## config.mk

```make
export PLATFORM = sky130hd
export DESIGN_NAME = tlb_fa
export DESIGN_NICKNAME = d
export VERILOG_FILES = /design/src/rtl/tlb_pkg.sv /design/src/rtl/tlb_match.sv /design/src/rtl/tlb_lru.sv /design/src/rtl/tlb_victim.sv /design/src/rtl/tlb_fa.sv
export SDC_FILE = /design/constraint.sdc
export NUM_CORES = 2
export LEC_CHECK = 0
export BUFFER_PORTS_ARGS = -buffer_cell sky130_fd_sc_hd__buf_4
export CORE_MARGIN = 5
export CORE_UTILIZATION = 61
export DETAILED_ROUTE_END_ITERATION = 12
export PLACE_DENSITY = 0.8
export REMOVE_ABC_BUFFERS = 1
export SYNTH_ARGS = -nofsm -noshare
export SYNTH_HDL_FRONTEND = slang
export SYNTH_SLANG_ARGS = --single-unit
```

## constraint.sdc

```tcl
create_clock -name clk_i -period 4.4 [get_ports clk_i]
set_input_delay 0.22 -clock clk_i [delete_from_list [all_inputs] [get_ports clk_i]]
set_output_delay 0.22 -clock clk_i [all_outputs]
set_load 0.02 [all_outputs]
```

## src/rtl/tlb_pkg.sv

```systemverilog
package tlb_pkg;
  parameter int unsigned VPN_W  = 20;
  parameter int unsigned PPN_W  = 18;
  parameter int unsigned OFF_W  = 12;
  parameter int unsigned PERM_W = 2;
  localparam int unsigned VA_W  = VPN_W + OFF_W;
  localparam int unsigned PA_W  = PPN_W + OFF_W;

  // perm[0]: load allowed, perm[1]: store allowed
  typedef struct packed {
    logic              valid;
    logic [VPN_W-1:0]  vpn;
    logic [PPN_W-1:0]  ppn;
    logic [PERM_W-1:0] perm;
    logic              dirty;
    logic              refd;
  } tlb_entry_t;
endpackage

```

## src/rtl/tlb_match.sv

```systemverilog
module tlb_match
  import tlb_pkg::*;
#(
  parameter int unsigned N = 16
) (
  input  tlb_entry_t       ent_i [N],
  input  logic [VPN_W-1:0] vpn_i,
  output logic [N-1:0]     match_o
);
  for (genvar g = 0; g < N; g++) begin : g_cmp
    assign match_o[g] = ent_i[g].valid && (ent_i[g].vpn == vpn_i);
  end
endmodule

```

## src/rtl/tlb_lru.sv

```systemverilog
module tlb_lru #(
  parameter int unsigned N     = 16,
  localparam int unsigned IDX_W = $clog2(N)
) (
  input  logic             clk_i,
  input  logic             rst_ni,
  input  logic             touch_i,
  input  logic [IDX_W-1:0] touch_idx_i,
  output logic [IDX_W-1:0] lru_idx_o
);
  // age[i][j] = 1: entry i used more recently than entry j
  logic [N-1:0] age [N];

  always_ff @(posedge clk_i or negedge rst_ni) begin
    if (!rst_ni) begin
      for (int i = 0; i < N; i++)
        for (int j = 0; j < N; j++)
          age[i][j] <= (i > j);
    end else if (touch_i) begin
      for (int i = 0; i < N; i++)
        for (int j = 0; j < N; j++) begin
          if (i == int'(touch_idx_i) && j != i) age[i][j] <= 1'b1;
          else if (j == int'(touch_idx_i))      age[i][j] <= 1'b0;
        end
    end
  end

  always_comb begin
    lru_idx_o = '0;
    for (int i = N - 1; i >= 0; i--) begin
      if ((age[i] & ~(N'(1) << i)) == '0) lru_idx_o = IDX_W'(i);
    end
  end
endmodule

```

## src/rtl/tlb_victim.sv

```systemverilog
module tlb_victim #(
  parameter int unsigned N     = 16,
  localparam int unsigned IDX_W = $clog2(N)
) (
  input  logic [N-1:0]     valid_i,
  input  logic [IDX_W-1:0] lru_idx_i,
  output logic [IDX_W-1:0] victim_o
);
  logic             have_free;
  logic [IDX_W-1:0] free_idx;

  always_comb begin
    have_free = 1'b0;
    free_idx  = '0;
    for (int i = N - 1; i >= 0; i--) begin
      if (!valid_i[i]) begin
        have_free = 1'b1;
        free_idx  = IDX_W'(i);
      end
    end
    victim_o = have_free ? free_idx : lru_idx_i;
  end
endmodule

```

## src/rtl/tlb_fa.sv

```systemverilog
module tlb_fa
  import tlb_pkg::*;
#(
  parameter int unsigned NUM_ENTRIES = 16
) (
  input  logic              clk_i,
  input  logic              rst_ni,
  input  logic              flush_i,
  input  logic              req_valid_i,
  input  logic [VA_W-1:0]   req_vaddr_i,
  input  logic              req_store_i,
  output logic              hit_o,
  output logic              miss_o,
  output logic              prot_fault_o,
  output logic              dirty_upd_o,
  output logic              hit_ref_o,
  output logic              hit_dirty_o,
  output logic [PA_W-1:0]   paddr_o,
  input  logic              refill_valid_i,
  input  logic [VPN_W-1:0]  refill_vpn_i,
  input  logic [PPN_W-1:0]  refill_ppn_i,
  input  logic [PERM_W-1:0] refill_perm_i
);
  localparam int unsigned IDX_W = $clog2(NUM_ENTRIES);

  tlb_entry_t             ent [NUM_ENTRIES];
  logic [NUM_ENTRIES-1:0] match_vec;
  logic [NUM_ENTRIES-1:0] rf_match_vec;
  logic [NUM_ENTRIES-1:0] valid_vec;
  logic [IDX_W-1:0]       hit_idx, rf_idx, lru_idx, victim_idx, tgt_idx;
  logic                   any_match, rf_present, perm_ok;
  tlb_entry_t             sel;
  logic [VPN_W-1:0]       req_vpn;
  logic                   touch;
  logic [IDX_W-1:0]       touch_idx;

  assign req_vpn = req_vaddr_i[VA_W-1:OFF_W];

  for (genvar g = 0; g < NUM_ENTRIES; g++) begin : g_vld
    assign valid_vec[g] = ent[g].valid;
  end

  tlb_match #(.N(NUM_ENTRIES)) u_req_match (
    .ent_i(ent), .vpn_i(req_vpn), .match_o(match_vec)
  );

  tlb_match #(.N(NUM_ENTRIES)) u_rf_match (
    .ent_i(ent), .vpn_i(refill_vpn_i), .match_o(rf_match_vec)
  );

  // one-hot to index (matches are unique by construction of refill)
  always_comb begin
    hit_idx = '0;
    rf_idx  = '0;
    for (int i = 0; i < NUM_ENTRIES; i++) begin
      if (match_vec[i])    hit_idx = hit_idx | IDX_W'(i);
      if (rf_match_vec[i]) rf_idx  = rf_idx  | IDX_W'(i);
    end
  end

  assign any_match  = |match_vec;
  assign rf_present = |rf_match_vec;
  assign sel        = ent[hit_idx];
  assign perm_ok    = req_store_i ? sel.perm[1] : sel.perm[0];

  assign hit_o        = req_valid_i && any_match && perm_ok;
  assign prot_fault_o = req_valid_i && any_match && !perm_ok;
  assign miss_o       = req_valid_i && !any_match;
  assign dirty_upd_o  = hit_o && req_store_i && !sel.dirty;
  assign hit_ref_o    = req_valid_i && any_match && sel.refd;
  assign hit_dirty_o  = req_valid_i && any_match && sel.dirty;
  assign paddr_o      = hit_o ? {sel.ppn, req_vaddr_i[OFF_W-1:0]} : '0;

  tlb_lru #(.N(NUM_ENTRIES)) u_lru (
    .clk_i(clk_i), .rst_ni(rst_ni),
    .touch_i(touch), .touch_idx_i(touch_idx), .lru_idx_o(lru_idx)
  );

  tlb_victim #(.N(NUM_ENTRIES)) u_victim (
    .valid_i(valid_vec), .lru_idx_i(lru_idx), .victim_o(victim_idx)
  );

  assign tgt_idx   = rf_present ? rf_idx : victim_idx;
  assign touch     = !flush_i && (refill_valid_i || hit_o);
  assign touch_idx = refill_valid_i ? tgt_idx : hit_idx;

  always_ff @(posedge clk_i or negedge rst_ni) begin
    if (!rst_ni) begin
      for (int i = 0; i < NUM_ENTRIES; i++) ent[i] <= '0;
    end else if (flush_i) begin
      for (int i = 0; i < NUM_ENTRIES; i++) ent[i].valid <= 1'b0;
    end else if (refill_valid_i) begin
      ent[tgt_idx] <= '{valid: 1'b1, vpn: refill_vpn_i, ppn: refill_ppn_i,
                        perm: refill_perm_i, dirty: 1'b0, refd: 1'b0};
    end else if (hit_o) begin
      ent[hit_idx].refd <= 1'b1;
      if (req_store_i) ent[hit_idx].dirty <= 1'b1;
    end
  end
endmodule

```

==> flow_summary.yaml <==
floorplanning:
  initial_core_util: 0.615
  rows: 102
  boundaryPins: 114
  die_height_um: 290
  fp.dieArea_sq_mm: 0.0840
  core_area_sq_mm: 0.0776
  die_width_um: 290
placement:
  dp_cells: 5383
  dpl.hpwl_um: 98200
  post-place-ws_ns: -0.374
  place_congestion: 1.01
  postPlaceCellArea_sq_mm: 0.0517
  io_buffers: 113
cells_and_area:
  final_cell_mix: "dfrtp_1, mux2_2, xnor2_1"
  final_nets: 4616
  diodes: 0
  area_growth_pct: 20.6
  drive_above_1_share: 0.367
  finalNonFillerCells: 5663
  postLayoutCellArea_sq_mm: 0.0576
  final_common_cell: "dfrtp_1"
  utilization: 0.742
detailed_routing:
  drt_wl_total_um: 156000
  dr.first_iter.drc_count: 4113
  routed_via_density: 6.60
  routedWlPerCell_um: 27.6
  vias: 37375
  firstDrtPassIters: 5
  antenna_left: 0
  drc: 0
synth:
  ys_ff_latch: 928
  synth_area_per_cell_sq_um: 11.3
  synth_edf_count: 0
  ys.flop_type: "dfrtp_1"
  yosysWarnings: 0
  syn_area_sq_mm: 0.0478
  netlist_instances: 4216
  netlist-cell-type-count: 81
  async_flop_share: 1.00
  synth_seq_area_share: 0.489
clock_tree:
  cts_tree: "done"
  cts-root-buf: "clkbuf_16"
  cts_htree_levels: 3
  clkLatencyLatePin_ns: 0.69
  cts.path.max_buffers: 3
  numCtsBuffers: 98
  clkTransAtPathRegs_ns: 0.06
  clock-sinks: 928
power_and_ir_drop:
  powerDensity_mw_per_mm2: 372
  p_leak_nw: 26.6
  p_total_mw: 21.4
  peakVddDrop_v: 0.000387
status:
  violations: "negative setup slack"
  status: "complete, but fails checks"
sta:
  fin_skew_ns: 0.0474
  fmax_mhz: 218
  rsz0062_at_grt: "true"
  min_period_over_period: 1.04
  worst_pin_slew_ns: 0.878
  finalSetupViolations: 31
  setup_slack_ns: -0.182
  slew_viol_final: 0
  holdWs_ns: 0.0311
  report.final.hold_viol_count: 0
  slew_headroom: 0.414
  fin_setup_tns_ns: -2.59
  period_needed_ns: 4.58
setup_path:
  cp-end-kind: "output port"
  cp_max_fo: 8
  setup.worst_path.start_class: "register"
  critPathArrivalTime_ns: 4.36
  required_ns: 4.18
  critPathKind: "reg -> out"
job:
  cap_violations: 0
global_routing:
  overflow: 0
  grt_max_degree: 103
  antenna_found_initial: 7
  grt_pass1_wl_um: 230000
  groute.usage.overall: 0.349
  grt_pass1_vias: 38010
hold_path:
  hold_path.class: "in -> reg"
==> final cells by class <==
cell class,count,area [sq um]
Clock inverter,41,569
Clock buffer,144,2960
Tap cell,1040,1300
Sequential cell,928,23400
Inverter,64,243
Timing Repair Buffer,534,5270
Multi-Input combinational cell,2912,23900
Fill cell,4879,20000
==> worst paths after layout <==
check	slack, ns	to	from	cells past startpoint
worst max-delay path	-0.18	paddr_o[23]	ent[540]$_DFFE_PN0P_	17
worst min-delay path	0.03	ent[425]$_DFFE_PN0P_	refill_vpn_i[16]	2
worst max register to register	0.01	u_lru.age[200]$_DFFE_PN0P_	ent[540]$_DFFE_PN0P_	17
worst min register to register	0.46	u_lru.age[84]$_DFFE_PN1P_	u_lru.age[84]$_DFFE_PN1P_	2
max in group asynchronous	3.10	ent[133]$_DFFE_PN0P_	rst_ni	3
min in group asynchronous	0.19	ent[108]$_DFFE_PN0P_	rst_ni	2
==> where the power goes <==
group / switching (mW) / internal (mW)
clock: 3.68 / 5.23
combinational: 1.49 / 1.29
sequential: 0.539 / 9.23
==> registers in the layout (all words and copies together), names as in the netlist <==
name       count
ent          688
u_lru.age    240
==> cells in the mapped netlist, types with 4 or more instances <==
library cell	number	area, sq um
a211o_1	7	61.3
a211oi_1	17	128
a21o_1	44	330
a21oi_1	55	275
a22oi_1	11	82.6
a311oi_1	14	123
a31oi_1	4	25.0
and2_1	19	119
and3_1	29	181
and4_1	5	43.8
buf_1	16	60.1
buf_2	86	430
buf_4	40	300
buf_6	15	169
clkbuf_1	155	582
dfrtp_1	808	20200
dfstp_2	120	3150
inv_1	63	236
mux2_2	685	7710
mux2i_1	107	1070
nand2_1	332	1250
nand2b_1	14	87.6
nand3_1	95	475
nand4_1	169	1060
nand4b_1	6	52.6
nor2_1	128	480
nor3_1	65	325
nor3b_1	9	67.6
nor4_1	128	801
nor4b_1	4	35.0
nor4bb_1	5	50.1
o211ai_1	15	113
o21a_1	63	473
o21ai_0	128	641
o21ai_1	10	50.1
o22ai_1	19	119
o31ai_1	5	37.5
or2_2	9	56.3
or4_1	7	52.6
xnor2_1	480	4200
xor2_1	165	1450
==> timing repair <==
| action | 4_1_cts | 5_1_grt |
|---|---|---|
| pin swaps | 25 | 66 |
| buffers inserted | 13 | 41 |
| resized for setup | 96 | 162 |
| endpoints found under the setup margin | 304 | 115 |
| cloned | 2 | 7 |
| endpoints found under the hold margin | 437 | 0 |
| hold buffers | 34 | 0 |
==> cell families after synthesis <==
logic type	count (synthesis)	synth area share
AO/OA/AOI/OAI	432	0.0605
flip-flops	928	0.489
multiplexers	792	0.184
XOR/XNOR	645	0.118
buffers and inverters	376	0.0373
AND/OR/NAND/NOR	1043	0.111
==> worst max-delay path: stages (launching register included) <==
cell and delay, ns:
dfrtp_1 0.43, xnor2_1 0.36, nand4_1 0.21, nor4_2 0.26
buf_4 0.20, a22oi_2 0.16, and3_4 0.28, nand2_8 0.10
buf_12 0.15, buf_8 0.13, buf_16 0.12, mux2_2 0.34
nor2_1 0.14, a211oi_1 0.10, a311oi_2 0.33, nor3_4 0.09
buf_6 0.13, buf_4 0.15
==> layer usage <==
metal	track usage	share of wire	vias up
met1	0.472	0.38	18803
met4	0.160	0.060	6
met5	0	0.00022	-
met3	0.0811	0.10	678
li1	-	-	15482
met2	0.543	0.45	2406
No activity file was read; power rests on OpenSTA's default activity.
